==> src/rtl/srom_pkg.sv <==
package srom_pkg;
  localparam int TYPE_W = 3;
  localparam int LAT_W  = 4;
  localparam int REC_W  = 3;
  localparam int CFG_W  = TYPE_W + 2 * LAT_W + REC_W;

  localparam logic [TYPE_W-1:0] DEV_PLAIN  = 3'd0;
  localparam logic [TYPE_W-1:0] DEV_GRP4   = 3'd2;
  localparam logic [TYPE_W-1:0] DEV_GRP8   = 3'd3;
  localparam logic [TYPE_W-1:0] DEV_VARLAT = 3'd4;

  // field order fixes the bit layout of each configuration word
  typedef struct packed {
    logic [REC_W-1:0]  recov;
    logic [LAT_W-1:0]  next_lat;
    logic [LAT_W-1:0]  first_lat;
    logic [TYPE_W-1:0] dev;
  } cs_cfg_t;

  typedef enum logic [1:0] {ST_IDLE, ST_STROBE, ST_HOLD} seq_state_e;
endpackage

==> src/rtl/srom_cfg_sel.sv <==
module srom_cfg_sel
  import srom_pkg::*;
#(
  parameter int NUM_CS = 4,
  parameter int CS_W   = 2
) (
  input  logic [NUM_CS*CFG_W-1:0] cfg_words,
  input  logic [CS_W-1:0]         sel,
  output cs_cfg_t                 cfg
);
  cs_cfg_t tbl [NUM_CS];

  for (genvar g = 0; g < NUM_CS; g++) begin : g_unpack
    assign tbl[g] = cfg_words[g*CFG_W +: CFG_W];
  end

  assign cfg = tbl[sel];
endmodule

==> src/rtl/srom_beat_lat.sv <==
module srom_beat_lat
  import srom_pkg::*;
#(
  parameter int BEAT_W = 3
) (
  input  cs_cfg_t           cfg,
  input  logic [BEAT_W-1:0] beat,
  output logic [LAT_W-1:0]  lat
);
  localparam int GRP_SMALL = 4;
  localparam int GRP_LARGE = 8;

  logic grp4_head;
  logic grp8_head;

  assign grp4_head = (int'(beat) % GRP_SMALL) == 0;
  assign grp8_head = (int'(beat) % GRP_LARGE) == 0;

  always_comb begin
    case (cfg.dev)
      DEV_GRP4: lat = grp4_head ? cfg.first_lat : cfg.next_lat;
      DEV_GRP8: lat = grp8_head ? cfg.first_lat : cfg.next_lat;
      default:  lat = cfg.first_lat;
    endcase
  end
endmodule

==> src/rtl/srom_recovery.sv <==
module srom_recovery
  import srom_pkg::*;
#(
  parameter int CS_W = 2
) (
  input  logic             clk,
  input  logic             rst,
  input  logic             rel_i,
  input  logic [CS_W-1:0]  rel_cs,
  input  logic [REC_W-1:0] rel_len,
  input  logic [CS_W-1:0]  req_cs,
  output logic             ok_o
);
  logic [REC_W-1:0] rec_q;
  logic [CS_W-1:0]  last_q;
  logic             have_q;

  always_ff @(posedge clk) begin
    if (rst) begin
      rec_q  <= '0;
      last_q <= '0;
      have_q <= 1'b0;
    end else if (rel_i) begin
      rec_q  <= rel_len;
      last_q <= rel_cs;
      have_q <= 1'b1;
    end else if (rec_q != '0) begin
      rec_q <= rec_q - 1'b1;
    end
  end

  assign ok_o = (rec_q == '0) || (have_q && (req_cs == last_q));
endmodule

==> src/rtl/srom_seq.sv <==
module srom_seq
  import srom_pkg::*;
#(
  parameter int NUM_CS = 4,
  parameter int ADDR_W = 16,
  parameter int DATA_W = 16,
  parameter int LEN_W  = 3,
  localparam int CS_W  = (NUM_CS > 1) ? $clog2(NUM_CS) : 1
) (
  input  logic                    clk,
  input  logic                    rst,
  input  logic [NUM_CS*CFG_W-1:0] cfg_words,
  input  logic                    req_valid,
  output logic                    req_ready,
  input  logic [CS_W-1:0]         req_cs,
  input  logic                    req_write,
  input  logic [ADDR_W-1:0]       req_addr,
  input  logic [LEN_W-1:0]        req_len,
  input  logic [DATA_W-1:0]       req_wdata,
  output logic [DATA_W-1:0]       rsp_data,
  output logic                    rsp_valid,
  output logic                    rsp_done,
  output logic [NUM_CS-1:0]       mem_cs_n,
  output logic [ADDR_W-1:0]       mem_addr,
  output logic                    mem_oe_n,
  output logic                    mem_we_n,
  output logic [DATA_W-1:0]       mem_wdata,
  output logic                    mem_wdata_en,
  input  logic [DATA_W-1:0]       mem_rdata,
  input  logic                    mem_wait_n
);
  localparam logic [NUM_CS-1:0] ONE_HOT0 = NUM_CS'(1);

  seq_state_e       st_q;
  cs_cfg_t          req_cfg;
  cs_cfg_t          cur_cfg;
  logic [CS_W-1:0]  cs_q;
  logic [LEN_W-1:0] beat_q;
  logic [LEN_W-1:0] last_q;
  logic [LEN_W-1:0] beat_nx;
  logic [LAT_W-1:0] cnt_q;
  logic [LAT_W-1:0] nx_lat;
  logic             wr_q;
  logic             vl_q;
  logic             rec_ok;
  logic             accept;
  logic             req_vl;
  logic             win_end;
  logic             fin;

  srom_cfg_sel #(.NUM_CS(NUM_CS), .CS_W(CS_W)) u_sel (
    .cfg_words (cfg_words),
    .sel       (req_cs),
    .cfg       (req_cfg)
  );

  assign beat_nx = beat_q + 1'b1;

  srom_beat_lat #(.BEAT_W(LEN_W)) u_lat (
    .cfg  (cur_cfg),
    .beat (beat_nx),
    .lat  (nx_lat)
  );

  srom_recovery #(.CS_W(CS_W)) u_rec (
    .clk     (clk),
    .rst     (rst),
    .rel_i   (fin),
    .rel_cs  (cs_q),
    .rel_len (cur_cfg.recov),
    .req_cs  (req_cs),
    .ok_o    (rec_ok)
  );

  assign req_ready = (st_q == ST_IDLE) && rec_ok;
  assign accept    = req_valid && req_ready;
  assign req_vl    = (req_cfg.dev == DEV_VARLAT);

  // the strobe window ends when its count is spent and, for variable-latency parts, the device is ready
  assign win_end = (st_q == ST_STROBE) && (cnt_q == '0) && (!vl_q || mem_wait_n);
  assign fin     = (win_end && !vl_q && (beat_q == last_q)) ||
                   ((st_q == ST_HOLD) && (cnt_q == '0));

  always_ff @(posedge clk) begin
    if (rst) begin
      st_q         <= ST_IDLE;
      cur_cfg      <= '0;
      cs_q         <= '0;
      beat_q       <= '0;
      last_q       <= '0;
      cnt_q        <= '0;
      wr_q         <= 1'b0;
      vl_q         <= 1'b0;
      rsp_data     <= '0;
      rsp_valid    <= 1'b0;
      rsp_done     <= 1'b0;
      mem_cs_n     <= '1;
      mem_addr     <= '0;
      mem_oe_n     <= 1'b1;
      mem_we_n     <= 1'b1;
      mem_wdata    <= '0;
      mem_wdata_en <= 1'b0;
    end else begin
      rsp_valid <= 1'b0;
      rsp_done  <= 1'b0;
      case (st_q)
        ST_IDLE: begin
          if (accept) begin
            st_q         <= ST_STROBE;
            cur_cfg      <= req_cfg;
            cs_q         <= req_cs;
            beat_q       <= '0;
            last_q       <= (req_write || req_vl) ? '0 : req_len;
            cnt_q        <= req_cfg.first_lat;
            wr_q         <= req_write;
            vl_q         <= req_vl;
            mem_cs_n     <= ~(ONE_HOT0 << req_cs);
            mem_addr     <= req_addr;
            mem_oe_n     <= req_write;
            mem_we_n     <= ~req_write;
            mem_wdata    <= req_wdata;
            mem_wdata_en <= req_write;
          end
        end
        ST_STROBE: begin
          if (cnt_q != '0) begin
            cnt_q <= cnt_q - 1'b1;
          end else if (win_end) begin
            if (!wr_q) begin
              rsp_data  <= mem_rdata;
              rsp_valid <= 1'b1;
            end
            if (vl_q) begin
              st_q         <= ST_HOLD;
              mem_oe_n     <= 1'b1;
              mem_we_n     <= 1'b1;
              mem_wdata_en <= 1'b0;
              cnt_q        <= cur_cfg.next_lat;
            end else if (beat_q != last_q) begin
              beat_q   <= beat_nx;
              mem_addr <= mem_addr + 1'b1;
              cnt_q    <= nx_lat;
            end
          end
        end
        ST_HOLD: begin
          if (cnt_q != '0) begin
            cnt_q <= cnt_q - 1'b1;
          end
        end
        default: st_q <= ST_IDLE;
      endcase

      if (fin) begin
        st_q         <= ST_IDLE;
        mem_cs_n     <= '1;
        mem_oe_n     <= 1'b1;
        mem_we_n     <= 1'b1;
        mem_wdata_en <= 1'b0;
        rsp_done     <= 1'b1;
      end
    end
  end
endmodule

==> config.mk <==
export PLATFORM = sky130hd
export DESIGN_NAME = srom_seq
export DESIGN_NICKNAME = d
export VERILOG_FILES = /design/src/rtl/srom_pkg.sv /design/src/rtl/srom_cfg_sel.sv /design/src/rtl/srom_beat_lat.sv /design/src/rtl/srom_recovery.sv /design/src/rtl/srom_seq.sv
export SDC_FILE = /design/constraint.sdc
export NUM_CORES = 1
export LEC_CHECK = 0
export BUFFER_PORTS_ARGS = -buffer_cell sky130_fd_sc_hd__buf_2
export CAP_MARGIN = 0
export CORE_MARGIN = 5
export CORE_UTILIZATION = 30
export DETAILED_ROUTE_END_ITERATION = 6
export PLACE_DENSITY = 0.52
export RECOVER_POWER = 100
export SLEW_MARGIN = 20
export SYNTH_ARGS = -nofsm -noshare
export SYNTH_HDL_FRONTEND = slang
export SYNTH_HIERARCHICAL = 1
export SYNTH_SLANG_ARGS = --single-unit
==> constraint.sdc <==
create_clock -name clk -period 3.65 [get_ports clk]
set_clock_uncertainty 0.15 [all_clocks]
set_input_delay 0.5475 -clock clk [delete_from_list [all_inputs] [get_ports clk]]
set_output_delay 0.5475 -clock clk [all_outputs]
set_load 0.005 [all_outputs]
==> flow_results.org, run 1 <==
** Outcome
- The flow ran to the end, and the final reports show no timing, DRC or antenna violations.

** Worst setup path
- The largest individual stage delay along the critical path comes from the cell sky130_fd_sc_hd__o31ai_1.
- The worst setup path is captured at a flip-flop.
- Walking the worst path, the cells encountered are xor2_1 -> o31ai_1 -> a21boi_0 -> a2111o_1 -> o22a_1 -> or3b_1 -> a21oi_1.
- STA classifies the critical path startpoint as a flip-flop.
- Data required time of the critical path :: 3.77 ns
- WS Path Type :: reg -> reg
- STA puts the critical path data arrival time at 2.92 ns.
- Highest cell delay on the worst timing path :: approximately 0.52 ns
- Along the worst path, the maximum fanout reaches 6.

** Logic synthesis
- Distinct cell type count after synthesis :: between 60 and 70
- Mapped Cells :: 554
- Counting flops with a built-in enable in the synthesized netlist gives 0.
- Counting every net in the synthesized netlist gives just under 700.
- In the synthesized netlist the dominant register cell turns out to be sky130_fd_sc_hd__dfxtp_1.
- Counting flops with an async set or reset pin after synthesis yields a share of 0.
- Average cell area after synthesis :: 8.52 um2
- Number of register bits inferred by synthesis :: 93
- Syn Std Cell Area :: 4720 um2
- Sequential-to-total area share from yosys stat :: 0.395
- The Yosys step of the flow raised 6 warnings.

** Clocking
- Post-CTS setup repair buffer count :: 0
- CTS built an H-tree with a depth of 3.
- Gates resized, CTS repair :: 0
- TritonCTS built the clock tree.
- Worst-skew pair later-pin latency :: 0.34 ns
- Num CTS Buffers :: 9
- The clock passes through at most 2 buffers.
- Buffers inserted to repair hold after CTS numbered 0.
- Clock root buffer master :: sky130_fd_sc_hd__clkbuf_16
- CTS saw 93 sinks.
- Clock transition at the register clock pins on the worst setup and hold paths after CTS :: 0.07 ns

** Timing
- Post-route worst hold slack :: 0.284 ns
- Setup repair after global routing missed its margin :: false
- Dividing the final minimum period by the clock period gives 0.767.
- The number of pins exceeding their max-slew limit in the final report was 0.
- Final TNS setup :: 0 ns
- The worst path needs between 2 and 3 ns of the cycle, external delays included.
- For the pin with the worst max-slew slack, the measured transition is 0.979 ns.
- For this run, the top clock speed supported by timing is 357 MHz.
- The count of final hold-check violations came to 0.
- Setup violations remaining at the end of the flow were counted as 0.
- Worst Setup Slack, final :: roughly 0.85 ns
- Headroom to the max-slew limit :: 0.347

** Place
- In this run the tool buffered the top-level ports with approximately 170 buffer cells.
- Last weighted congestion value of the routability-driven placer :: 0.826
- Post-placement worst setup slack :: around 0.65 ns
- Detailed placement finished with a half-perimeter wire length of 10200 um.

** Detailed routing
- In this run, the number of DRC markers left after iteration 0 of detailed routing was 320.
- Remaining antenna violation count :: 0
- Routed len/inst :: about 15 um
- Final wirelength :: 13900 um
- For this run, design rule violations remaining after detail routing come to 0.
- Vias/cell :: 4.92
- The pre-antenna-repair detailed-routing pass consisted of 5 iterations.
- The routed layout has between 4000 and 5000 vias.

** Floorplan
- Chip width :: 135 um
- Number of I/O pins :: 172
- Vertical die dimension :: roughly 140 um
- Core region area :: approximately 15000 um2
- The initial utilization of the core area, before any placement, comes to 0.308.
- The die covers 18300 um2.
- Placement row count :: 45

** Cells and area
- The repair_antennas step left the layout with diodes totalling 0.
- Fraction of layout instances using a drive strength above 1 :: 0.274
- Area growth from synthesis to layout :: 26.6%
- Once layout is complete, the utilization of the core stands at 0.390.
- NumNets Final :: around 830
- Fill cells in the final layout number about 1600.

** Power and ir drop
- For this design the static power due to leakage is 2.35 nW.
- Max IR drop VDD :: 0.257 mV
- The completed layout was analyzed and its total power is 3.86 mW.
- In this run the power density over the cells is around 650 nW/um2.

** Job
- Max-cap violations in this run came to 0.

** Global routing
- The initial antenna violation count is 0.
- First-pass GRT wire length :: between 20000 and 25000 um
- Global route overflow :: 0
- Entering global routing, the biggest net connects 61 pins.
- Via count of the first global-routing pass :: 4418
- In the global route stage, overall resource usage came out at 0.150.

** Min path
- The tightest min-delay check is of the in -> reg type.
## placed cells by master, fill, tap and decap left out, types with 3 or more instances in the layout
| cell type | n |
|---|---|
| sky130_fd_sc_hd__mux4_2 | 10 |
| sky130_fd_sc_hd__o21a_1 | 5 |
| sky130_fd_sc_hd__mux4_1 | 4 |
| sky130_fd_sc_hd__o31ai_1 | 3 |
| sky130_fd_sc_hd__nor4b_1 | 3 |
| sky130_fd_sc_hd__ha_1 | 9 |
| sky130_fd_sc_hd__xor2_1 | 5 |
| sky130_fd_sc_hd__nor4_1 | 8 |
| sky130_fd_sc_hd__or2_2 | 4 |
| sky130_fd_sc_hd__buf_2 | 140 |
| sky130_fd_sc_hd__nand2b_1 | 8 |
| sky130_fd_sc_hd__nor3_1 | 5 |
| sky130_fd_sc_hd__clkbuf_1 | 31 |
| sky130_fd_sc_hd__o21ai_0 | 25 |
| sky130_fd_sc_hd__nor2_1 | 19 |
| sky130_fd_sc_hd__nand4_1 | 3 |
| sky130_fd_sc_hd__dfxtp_1 | 93 |
| sky130_fd_sc_hd__nand3b_1 | 4 |
| sky130_fd_sc_hd__a2111oi_0 | 4 |
| sky130_fd_sc_hd__mux2_2 | 5 |
| sky130_fd_sc_hd__o22ai_1 | 3 |
| sky130_fd_sc_hd__mux2i_1 | 9 |
| sky130_fd_sc_hd__a21oi_1 | 83 |
| sky130_fd_sc_hd__a211oi_1 | 3 |
| sky130_fd_sc_hd__buf_4 | 6 |
| sky130_fd_sc_hd__nand2_1 | 126 |
| sky130_fd_sc_hd__o32ai_1 | 3 |
| sky130_fd_sc_hd__clkbuf_16 | 9 |
| sky130_fd_sc_hd__clkinvlp_4 | 3 |
| sky130_fd_sc_hd__nand3_1 | 10 |
| sky130_fd_sc_hd__nor2b_1 | 15 |
| sky130_fd_sc_hd__inv_1 | 13 |
## stage by stage
step,area (um2),std cells
6_report,5970,926
5_1_grt,5970,926
4_1_cts,6030,926
3_5_place_dp,5720,910
3_3_place_gp,5720,910
2_1_floorplan,4720,554
## power by group
part	switching, mW	total (mW)	leakage [nW]	internal, mW
clock network	0.400	0.999	0.145	0.599
logic	0.838	1.43	1.44	0.589
registers	0.183	1.43	0.757	1.25
total	1.42	3.86	2.35	2.44
## cells in the mapped netlist (3+ instances only)
| cell | count | area [um2] |
|---|---|---|
| sky130_fd_sc_hd__a2111oi_1 | 3 | 30.0 |
| sky130_fd_sc_hd__a211oi_1 | 3 | 22.5 |
| sky130_fd_sc_hd__a21oi_1 | 83 | 415 |
| sky130_fd_sc_hd__buf_1 | 4 | 15.0 |
| sky130_fd_sc_hd__buf_2 | 7 | 35.0 |
| sky130_fd_sc_hd__clkbuf_1 | 16 | 60.1 |
| sky130_fd_sc_hd__clkbuf_8 | 3 | 41.3 |
| sky130_fd_sc_hd__dfxtp_1 | 93 | 1860 |
| sky130_fd_sc_hd__ha_1 | 9 | 113 |
| sky130_fd_sc_hd__inv_1 | 13 | 48.8 |
| sky130_fd_sc_hd__mux2_2 | 5 | 56.3 |
| sky130_fd_sc_hd__mux2i_1 | 9 | 90.1 |
| sky130_fd_sc_hd__mux4_1 | 4 | 105 |
| sky130_fd_sc_hd__mux4_2 | 10 | 225 |
| sky130_fd_sc_hd__nand2_1 | 126 | 473 |
| sky130_fd_sc_hd__nand2b_1 | 8 | 50.1 |
| sky130_fd_sc_hd__nand3_1 | 11 | 55.1 |
| sky130_fd_sc_hd__nand3b_1 | 4 | 30.0 |
| sky130_fd_sc_hd__nand4_1 | 3 | 18.8 |
| sky130_fd_sc_hd__nor2_1 | 19 | 71.3 |
| sky130_fd_sc_hd__nor2b_1 | 15 | 93.8 |
| sky130_fd_sc_hd__nor3_1 | 5 | 25.0 |
| sky130_fd_sc_hd__nor4_1 | 8 | 50.1 |
| sky130_fd_sc_hd__nor4b_1 | 3 | 26.3 |
| sky130_fd_sc_hd__o21a_1 | 5 | 37.5 |
| sky130_fd_sc_hd__o21ai_0 | 25 | 125 |
| sky130_fd_sc_hd__o22ai_1 | 3 | 18.8 |
| sky130_fd_sc_hd__o31ai_1 | 3 | 22.5 |
| sky130_fd_sc_hd__o32ai_1 | 3 | 26.3 |
| sky130_fd_sc_hd__or2_2 | 4 | 25.0 |
| sky130_fd_sc_hd__xor2_1 | 5 | 43.8 |
## worst max-delay path: cells and delay by family, from the launching register on
family                    cells  cell delay (ns)
AOI/OAI and AO/OA             5             1.73
and+or+nand+nor               1             0.37
DFF                           1             0.32
xor gates and xnor gates      1             0.16
## layout make-up
type	count	area (um2)	area share
well taps	211	264	0.0442
repair buffers	179	887	0.149
flip-flops and latches	93	1860	0.312
multi-input cells	413	2590	0.434
clock buffers	10	229	0.0383
inverters	14	52.6	0.00880
clock inverters	6	87.6	0.0147
## routing by layer
metal | part of all wire | vias to the layer above | global-route usage
li1 | - | 2281 | -
met1 | 0.47 | 2093 | 0.209
met3 | 0.067 | 11 | 0.0379
met2 | 0.45 | 175 | 0.232
met4 | 0.013 | 0 | 0.0392
met5 | 0 | - | 0
## registers in the layout (all words and copies together), names as in the netlist, 2 cells and up
name / cells
mem_cs_n: 4
mem_wdata: 16
u_rec/last_q: 2
last_q: 3
cur_cfg: 14
st_q: 2
cnt_q: 4
beat_q: 3
mem_addr: 16
u_rec/rec_q: 3
rsp_data: 16
cs_q: 2
## final timing paths
check | from | slack, ns | end | cells after the start
min | mem_rdata[6] | 0.28 | rsp_data[6] | 3
min reg2reg | rsp_data[14] | 0.30 | rsp_data[14] | 2
max reg2reg | u_rec/last_q[0] | 0.85 | cnt_q[2] | 7
max | u_rec/last_q[0] | 0.85 | cnt_q[2] | 7
## cell families (layout without fill, tap and decap cells)
| family | after synthesis | after routing | synth area share |
|---|---|---|---|
| buf+inv | 48 | 209 | 0.0533 |
| fa+ha+maj | 9 | 9 | 0.0239 |
| flops | 93 | 93 | 0.395 |
| xor+xnor | 5 | 5 | 0.00928 |
| mux | 28 | 28 | 0.101 |
| simple gates | 223 | 223 | 0.226 |
| compound gates | 148 | 148 | 0.192 |
(Power assumes the default switching activity.)
==> run 2, diff against run 1 <==
PLACE_DENSITY = 0.54   (was 0.52)
clock period = 2.5 ns   (was 3.65 ns; I/O delays follow)
==> run 2 against run 1 <==
Sequential power grew 46%. Utilization up 1.6 points. Cell count is 2.2% higher. First-iteration DRC count is 12% lower. Worst hold slack lost 0.17 ns. Cell area up 4.1%. Combinational power increased by 64%. Critical path depth rose by 5. Flip-flop and latch count unchanged. Via count is 1.4% higher. Die area did not move. Power grew 54%.
==> flow_results.org, run 2 (same netlist as run 1, synthesis figures left out) <==
** Place
- The congestion estimate from routability-driven global placement came to 0.848.
- After detailed placement, the design holds a cell count of 927.
- Once detailed placement completed, the half-perimeter wirelength came to 10600 um.
- The placed instances occupy a cell area of 5840 um2.
- Before CTS, the worst setup slack after placement is -0.0535 ns.
- Input and output buffers added on the ports amount to ~170.

** Clocking
- In this run the clock root is driven by a sky130_fd_sc_hd__clkbuf_16.
- Num CTS Buffers :: 9
- Worst-skew pair later-pin latency :: 0.35 ns
- H-tree levels :: 3
- No sink is reached through more buffers than the 2 on the longest clock path.
- CTS saw 93 sinks.
- Clock-pin slew was measured on the worst setup and hold paths at about 0.070 ns.
- Hold repair after CTS inserted 0 buffers.
- TritonCTS built the clock tree.

** Floorplan
- Core region area :: between 15000 and 20000 um2
- Number of I/O pins :: roughly 170
- In this run the horizontal extent of the chip is roughly 140 um.
- After floorplanning, the core was divided into 45 placement rows.
- The initial utilization of the core area, before any placement, comes to 0.308.
- Vertical die dimension :: 135 um
- Die Outline Area :: 18300 um2

** Worst setup path
- Startpoint Class :: flip-flop
- For the worst setup path, the data required time is 2.59 ns.
- The worst setup path is of the reg -> reg kind.
- The worst register-to-register path ends at cnt_q[1].
- Following the worst setup path forward leads to its endpoint at cnt_q[1].
- Of all nets on the critical path, the largest fanout is 3.
- Data arrival, critical path :: between 2 and 3 ns
- Counting cells, the worst reg-to-reg path comes to 12.
- The most critical setup path has its startpoint at beat_q[0].
- STA classifies the critical path endpoint as a flip-flop.
- The startpoint identified for the worst register-to-register timing path is beat_q[0].
- The setup check on the worst reg-to-reg path leaves a slack of ~0.0042 ns.

** Detailed routing
- Routed len/inst :: 14.8 um
- Once detail routing completed, the nets flagged for antenna violations numbered 0.
- Number of vias after detailed routing :: ~4600
- After detailed routing, the number of vias per cell comes to about 4.9.
- Final wirelength :: 14000 um
- Number of iterations in the first detailed-routing pass :: 4
- 1st-iter DRT viols :: approximately 280
- In the routed design, unresolved DRC markers number 0.

** Global routing
- First-pass GRT wire length :: approximately 22000 um
- The initial antenna violation count came to 0.
- Pin count of the biggest net entering global routing :: 45
- Summed over all layers, the global routing overflow is 0.
- The number of global-route vias before repair was 4546.
- In the global route stage, overall resource usage came out at 0.148.

** Cells and area
- Excluding fillers, the count of instances in the completed layout stands at 946.
- At the end of the flow the core is filled with cells to 0.406.
- NumNets Final :: 852
- The library cell used most frequently in the layout, excluding fill and tap cells, is sky130_fd_sc_hd__buf_2.
- In the layout the commonest cells are sky130_fd_sc_hd__buf_2 (139), sky130_fd_sc_hd__nand2_1 (125), sky130_fd_sc_hd__dfxtp_1 (91).
- Fraction of layout instances using a drive strength above 1 :: 0.309
- Compared with the post-synthesis result, the final layout area differs by 31.8%.
- The finished cells cover 6220 um2.
- Total of fill cells in the finished design :: 1640
- The largest registers in the layout are mem_addr: 16 flops, mem_wdata: 16 flops, rsp_data: 16 flops.

** Timing
- Peak clock frequency supported by timing :: 401 MHz
- Final worst path period need :: 2.50 ns
- Post-route worst hold slack :: 0.112 ns
- The count of final hold-check violations came to 0.
- The number of pins exceeding their max-slew limit in the final report was 0.
- Setup repair after global routing missed its margin :: true
- Dividing the final minimum period by the clock period gives 0.998.
- For the pin with the worst max-slew slack, the measured transition is 0.648 ns.
- Headroom to the max-slew limit :: 0.568
- Worst Setup Slack, final :: 0.00419 ns
- Final TNS setup :: 0 ns
- Setup violations remaining at the end of the flow were counted as 0.

** Power and ir drop
- The analysis attributes to cell leakage a power of 2.46 nW.
- Sw power :: ~2.2 mW
- Max IR drop VDD :: 0.437 mV
- The internal power of the cells totals 3.80 mW.
- Of the total power, the share spent switching nets is 0.363.
- The share of total power dissipated in the clock network is 0.255.
- In this run the power density over the cells is 958 nW/um2.
- Gate power share :: 0.393
- Overall Power :: 5.96 mW
- Sequential share of power :: 0.351

** Min path
- Type of the most critical hold path :: in -> reg

** Job
- Max-cap viol count :: 0

** Outcome
- The run finished with clean final reports.
==> run 2: repair_timing <==
action / CTS / global route
gates cloned: 0 / 0
resized for setup: 1 / 21
pin swaps: 1 / 7
setup endpoints to repair: 7 / 31
setup buffers: 0 / 2
==> run 2: power by group through the flow <==
stage / sequential, mW / clock (mW) / combinational (mW)
2_1_floorplan: 2.08 / 0 / 1.49
3_3_place_gp: 2.10 / 0 / 2.28
3_5_place_dp: 2.12 / 0 / 2.33
4_1_cts: 2.08 / 1.58 / 2.33
5_1_grt: 2.14 / 1.64 / 2.60
6_report: 2.09 / 1.52 / 2.34
==> run 2: metal layers <==
layer	part of all wire	up-vias	global-route usage
met5	0	-	0
met4	0.018	0	0.0571
met3	0.066	17	0.0286
met2	0.46	152	0.236
met1	0.46	2136	0.198
li1	-	2319	-
==> run 2: cell type report <==
| class | instances | area, um2 | share of cell area |
|---|---|---|---|
| inverter | 14 | 52.6 | 0.00845 |
| clock inverter | 5 | 82.6 | 0.0133 |
| timing repair buffer | 198 | 1020 | 0.164 |
| clock buffer | 11 | 253 | 0.0406 |
| sequential | 93 | 1860 | 0.300 |
| antenna | 1 | 2.50 | 0.000402 |
| multi-input combinational | 413 | 2680 | 0.431 |
| tap | 211 | 264 | 0.0424 |
==> run 2: how the worst min path moves through the flow <==
stage / from / to / slack (ns) / cells past startpoint
final: mem_rdata[3] / rsp_data[3] / 0.11 / 3
after global routing: mem_rdata[3] / rsp_data[3] / 0.10 / 3
after CTS: mem_rdata[1] / rsp_data[1] / 0.09 / 3
after detailed placement: cur_cfg[6] / cur_cfg[6] / 0.30 / 2
after global placement: mem_wdata[10] / mem_wdata[10] / 0.29 / 2
after floorplan: u_rec/have_q / u_rec/have_q / 0.28 / 2
==> run 2: worst max-delay path: stages (launching register included) <==
cell	delay, ns
sky130_fd_sc_hd__dfxtp_2	0.34
sky130_fd_sc_hd__ha_4	0.16
sky130_fd_sc_hd__nor2b_4	0.12
sky130_fd_sc_hd__or2_4	0.23
sky130_fd_sc_hd__a211oi_2	0.26
sky130_fd_sc_hd__nor3b_2	0.10
sky130_fd_sc_hd__buf_4	0.15
sky130_fd_sc_hd__mux2_4	0.28
sky130_fd_sc_hd__mux2_4	0.27
sky130_fd_sc_hd__nand2_2	0.07
sky130_fd_sc_hd__o21ai_2	0.05
sky130_fd_sc_hd__a21oi_2	0.13
sky130_fd_sc_hd__o41ai_2	0.08
==> run 3, diff against run 2 <==
ABC_AREA = 1   (was unset)
PLACE_DENSITY = 0.53   (was 0.54)
==> run 3 against run 2 <==
Area after synthesis is 12% higher. Synthesized cell count up 53%. Via count up 22%. Combinational power up 17%. Largest cell class unchanged.
==> flow_results.org, run 3 <==
** Outcome
- The flow ran to the end, and the final reports show no timing, DRC or antenna violations.

** Logic synthesis
- For this run, the register share of the synthesized area comes to 0.353.
- In this run, synthesis produced a sequential element count of 93.
- Average cell area after synthesis :: between 6 and 7 um2
- Post-synth top cells :: sky130_fd_sc_hd__nand2_1 (263), sky130_fd_sc_hd__inv_1 (119), sky130_fd_sc_hd__dfxtp_1 (93)
- Of the post-synthesis cell area, the dominant cell type holds 0.353.
- Syn Std Cell Area :: ~5300 um2
- The largest total area in the synthesized netlist belongs to sky130_fd_sc_hd__dfxtp_1.
- Leading cell type by number of instances after synthesis :: sky130_fd_sc_hd__nand2_1
- Mux contribution to synthesized area :: 0
- After technology mapping, the gate count stands at roughly 850.
- Count of flip-flops with a built-in enable after synthesis :: 0
- Of the total synthesized cell area, the portion taken by AND, OR, NAND and NOR gates is 0.366.
- The most used flip-flop cell after synthesis is sky130_fd_sc_hd__dfxtp_1.
- Fraction of the mapped netlist area in compound gates :: 0.124
- XOR/XNOR Fraction of Synth Area :: 0.00831
- Yosys attributes the largest share of cell area to sky130_fd_sc_hd__dfxtp_1 (35%), sky130_fd_sc_hd__nand2_1 (19%), sky130_fd_sc_hd__inv_1 (8.5%).
- Synthesis produced a netlist with a net count of between 900 and 1000.
- After synthesis, the share of flip-flops with an asynchronous set or reset is 0.
- Of the total synthesized cell area, the portion taken by full adders, half adders and majority gates is 0.0214.
- For this run, the number of Yosys warnings is 6.
- Distinct cell type count after synthesis :: 37
- Dominant combinational cell family by area after synthesis :: simple AND/OR/NAND/NOR gates

** Timing
- Headroom to the max-slew limit :: 0.693
- Worst Setup Slack, final :: 0.287 ns
- Setup repair after global routing left no endpoint under its margin.
- Count of endpoints failing setup in the final report :: 0
- Post-route worst hold slack :: 0.114 ns
- The number of pins exceeding their max-slew limit in the final report is 0.
- Slew of the pin with the lowest slew margin :: 0.459 ns
- Based on the critical path, the design can be clocked at up to 452 MHz.
- Setup total negative slack on the finished layout was measured at 0 ns.
- Final Hold Fails :: 0
- Final worst path period need :: about 2.2 ns
- Period Utilization, post-route :: 0.885

** Worst setup path
- Highest net fanout along the worst path :: 19
- For the worst setup path, the data arrival time is 2.29 ns.
- For the worst flop-to-flop path, the logic depth is 14.
- WS Path Type :: reg -> reg
- Highest cell delay on the worst timing path :: approximately 0.34 ns
- Setup slack on the worst reg-to-reg path comes out at 0.29 ns.
- Critical path buffers and inverters :: 3
- Cell family contributing the most delay on the critical path :: simple AND/OR/NAND/NOR gates
- STA puts the critical path data required time at ~2.6 ns.
- Traced cell by cell, the critical path runs through inv_1 -> ha_1 -> nand2_1 -> o21ai_0 -> nand2_1 -> inv_1 -> nand2_4 -> nand2_1 -> nand2_2 -> nor2_8 -> nand2_8 -> clkinv_4 -> o21ai_0 -> nor2_1.
- Startpoint Class :: flip-flop
- Terminus of the critical flop-to-flop path :: beat_q[1]
- Startpoint of the worst-slack reg-to-reg timing path :: u_rec/rec_q[0]
- Crit path max-delay cell type :: sky130_fd_sc_hd__dfxtp_1
- Counting stages on the worst path, the most repeated cell is sky130_fd_sc_hd__nand2_1.
- Endpoint kind of the worst setup timing path :: flip-flop

** Clocking
- Buffers inserted during clock tree synthesis total 9.
- CTS Buffer Depth :: 2
- CTS built an H-tree with a depth of 3.
- For this design, the sink count on the clock tree is 93.
- Clock root buffer master :: sky130_fd_sc_hd__clkbuf_16
- Clock tree from TritonCTS :: built
- For the worst-skew pair, the clock arrives at the later sink with an insertion delay of 0.34 ns.
- Clock transition at the register clock pins on the worst setup and hold paths after CTS :: roughly 0.070 ns

** Min path
- Along the worst hold path, the cell count comes to 3.
- WHS Endpoint :: rsp_data[13]
- Worst Min Path Start :: mem_rdata[13]
- The min-delay analysis places its worst path in the category in -> reg.

** Cells and area
- The area growth from synthesis to layout is 24.2%.
- After the flow finishes, the layout carries non-filler instances totaling 1240.
- The number of antenna diodes in the final layout is 0.
- Registers take 1860 um2.
- NumNets Final :: 1134
- Most common cell after layout, fill and taps aside :: sky130_fd_sc_hd__nand2_1
- The largest registers in the layout are mem_addr: 16 flops, mem_wdata: 16 flops, rsp_data: 16 flops.
- Total of fill cells in the finished design :: 2009
- Most used cells in the layout excluding fill and tap cells :: sky130_fd_sc_hd__nand2_1 (264), sky130_fd_sc_hd__buf_2 (132), sky130_fd_sc_hd__inv_1 (122)
- Fraction of layout instances using a drive strength above 1 :: 0.182
- The multi-input combinational cells in the finished layout cover a total of 2730 um2.

** Global routing
- Global route overflow :: 0
- Across every metal layer, demand over resource in global routing totals 0.151.
- Pin count of the biggest net entering global routing :: 31
- The first global-routing pass estimated 25300 um of wire.
- The initial antenna violation count is 1.
- The number of global-route vias before repair is approximately 5300.

** Floorplan
- Initial standard-cell utilization of the core :: 0.305
- Placement row count :: between 40 and 50
- From left edge to right edge, the die measures about 140 um.
- Die Outline Area :: a little over 20000 um2
- Pin placement for this block handled 172 I/O pins.
- In this run the vertical extent of the chip is 143 um.
- The core region is 17300 um2.

** Detailed routing
- Remaining antenna violation count :: 0
- Number of DRC violations after detailed routing :: 0
- Final wirelength :: 15400 um
- Dividing the detail-routed via count by the number of cells gives 4.54.
- The detailed router placed 5624 vias in this run.
- The detailed router finished its first iteration with 194 violations.
- In the final routed layout, each cell accounts on average for 12.4 um.
- For this run, the detailed router's first-pass iteration total came to 4.

** Place
- OpenSTA, run right after detailed placement, puts the worst setup slack at 0.195 ns.
- The wire-length estimate of the detail-placed layout is 11600 um.
- Last weighted congestion value of the routability-driven placer :: 0.799
- Placed cell count :: 1225
- Input and output buffers added on the ports amount to roughly 170.

** Power and ir drop
- The share of total power dissipated in sequential elements is 0.356.
- The internal power of the cells totals about 3.7 mW.
- Switching fraction of total power :: 0.416
- Summed over all cells, the static leakage comes to between 3 and 4 nW.
- Gate power share :: 0.429
- Pwr Density :: 973 nW/um2
- Clock share of power :: 0.215
- Max IR drop VDD :: 0.392 mV
- For this design the total switching power over the nets is 2.65 mW.

** Job
- Max-cap violations in this run came to 0.
-- run 3: cell types whose count changed after synthesis, moves of 10 or more --
cell,delta
sky130_fd_sc_hd__nand2_1,+137
sky130_fd_sc_hd__inv_1,+106
sky130_fd_sc_hd__nor2_1,+73
sky130_fd_sc_hd__nand3_1,+55
sky130_fd_sc_hd__a21oi_1,-22
sky130_fd_sc_hd__nor2b_1,-15
sky130_fd_sc_hd__o21ai_1,+12
sky130_fd_sc_hd__mux4_2,-10
-- run 3: power groups by stage --
stage	Sequential (mW)	Clock, mW	Combinational, mW
finish	2.27	1.37	2.74
global route	2.34	1.49	3.18
CTS	2.26	1.43	2.86
detailed placement	2.29	0	2.84
global placement	2.29	0	2.84
floorplan	2.25	0	1.99
-- run 3: logic make-up (layout without fill, tap and decap cells) --
group	Yosys count	after routing
adder cells (fa/ha/maj)	9	9
AND/OR/NAND/NOR	457	457
flip-flops	93	93
XOR/XNOR	5	5
AO/OA/AOI/OAI	123	123
buffers and inverters	161	328
-- run 3: worst max-delay path by stage --
stage | startpoint | endpoint | slack, ns | cells after the start
final | u_rec/rec_q[0] | beat_q[1] | 0.29 | 14
after global placement | u_rec/rec_q[0] | beat_q[1] | 0.23 | 14
after detailed placement | u_rec/rec_q[0] | beat_q[1] | 0.20 | 14
after CTS | u_rec/rec_q[0] | beat_q[1] | 0.18 | 14
after floorplan | u_rec/rec_q[0] | beat_q[2] | 0.58 | 14
after global routing | u_rec/rec_q[0] | mem_addr[6] | 0.05 | 14
-- run 3: stage by stage --
stage	area, um2	power [mW]	utilization
floorplan	5270	4.24	-
global placement	6320	5.13	0.365
detailed placement	6320	5.14	0.365
CTS	6610	6.55	0.382
global route	6550	7.01	0.379
finish	6550	6.37	0.379
-- run 3: worst reg2reg max path, stage by stage (launching register included) --
cell,delay [ns]
sky130_fd_sc_hd__dfxtp_1,0.34
sky130_fd_sc_hd__inv_1,0.06
sky130_fd_sc_hd__ha_1,0.21
sky130_fd_sc_hd__nand2_1,0.07
sky130_fd_sc_hd__o21ai_0,0.08
sky130_fd_sc_hd__nand2_1,0.07
sky130_fd_sc_hd__inv_1,0.07
sky130_fd_sc_hd__nand2_4,0.16
sky130_fd_sc_hd__nand2_1,0.13
sky130_fd_sc_hd__nand2_2,0.15
sky130_fd_sc_hd__nor2_8,0.06
sky130_fd_sc_hd__nand2_8,0.15
sky130_fd_sc_hd__clkinv_4,0.15
sky130_fd_sc_hd__o21ai_0,0.18
sky130_fd_sc_hd__nor2_1,0.06
-- run 3: layout make-up --
type,instances,share of cell area
Multi-Input combinational cell,594,0.417
Sequential cell,93,0.284
Timing Repair Buffer,183,0.136
Inverter,130,0.0753
Tap cell,225,0.0430
Clock buffer,9,0.0344
Clock inverter,6,0.00975
-- run 3: routing by layer --
metal / part of all wire / global-route usage / vias to the layer above
met1: 0.46 / 0.195 / 2479
met5: 0.00045 / 0 / -
met2: 0.45 / 0.252 / 154
li1: - / - / 2971
met4: 0.012 / 0.0370 / 2
met3: 0.074 / 0.0400 / 18
-- run 3: repair_timing --
item                       CTS  global route
gates resized for setup      0             1
setup endpoints to repair    0             7
hold endpoints to repair     0             0
buffers inserted             0             0
hold buffers                 0             0
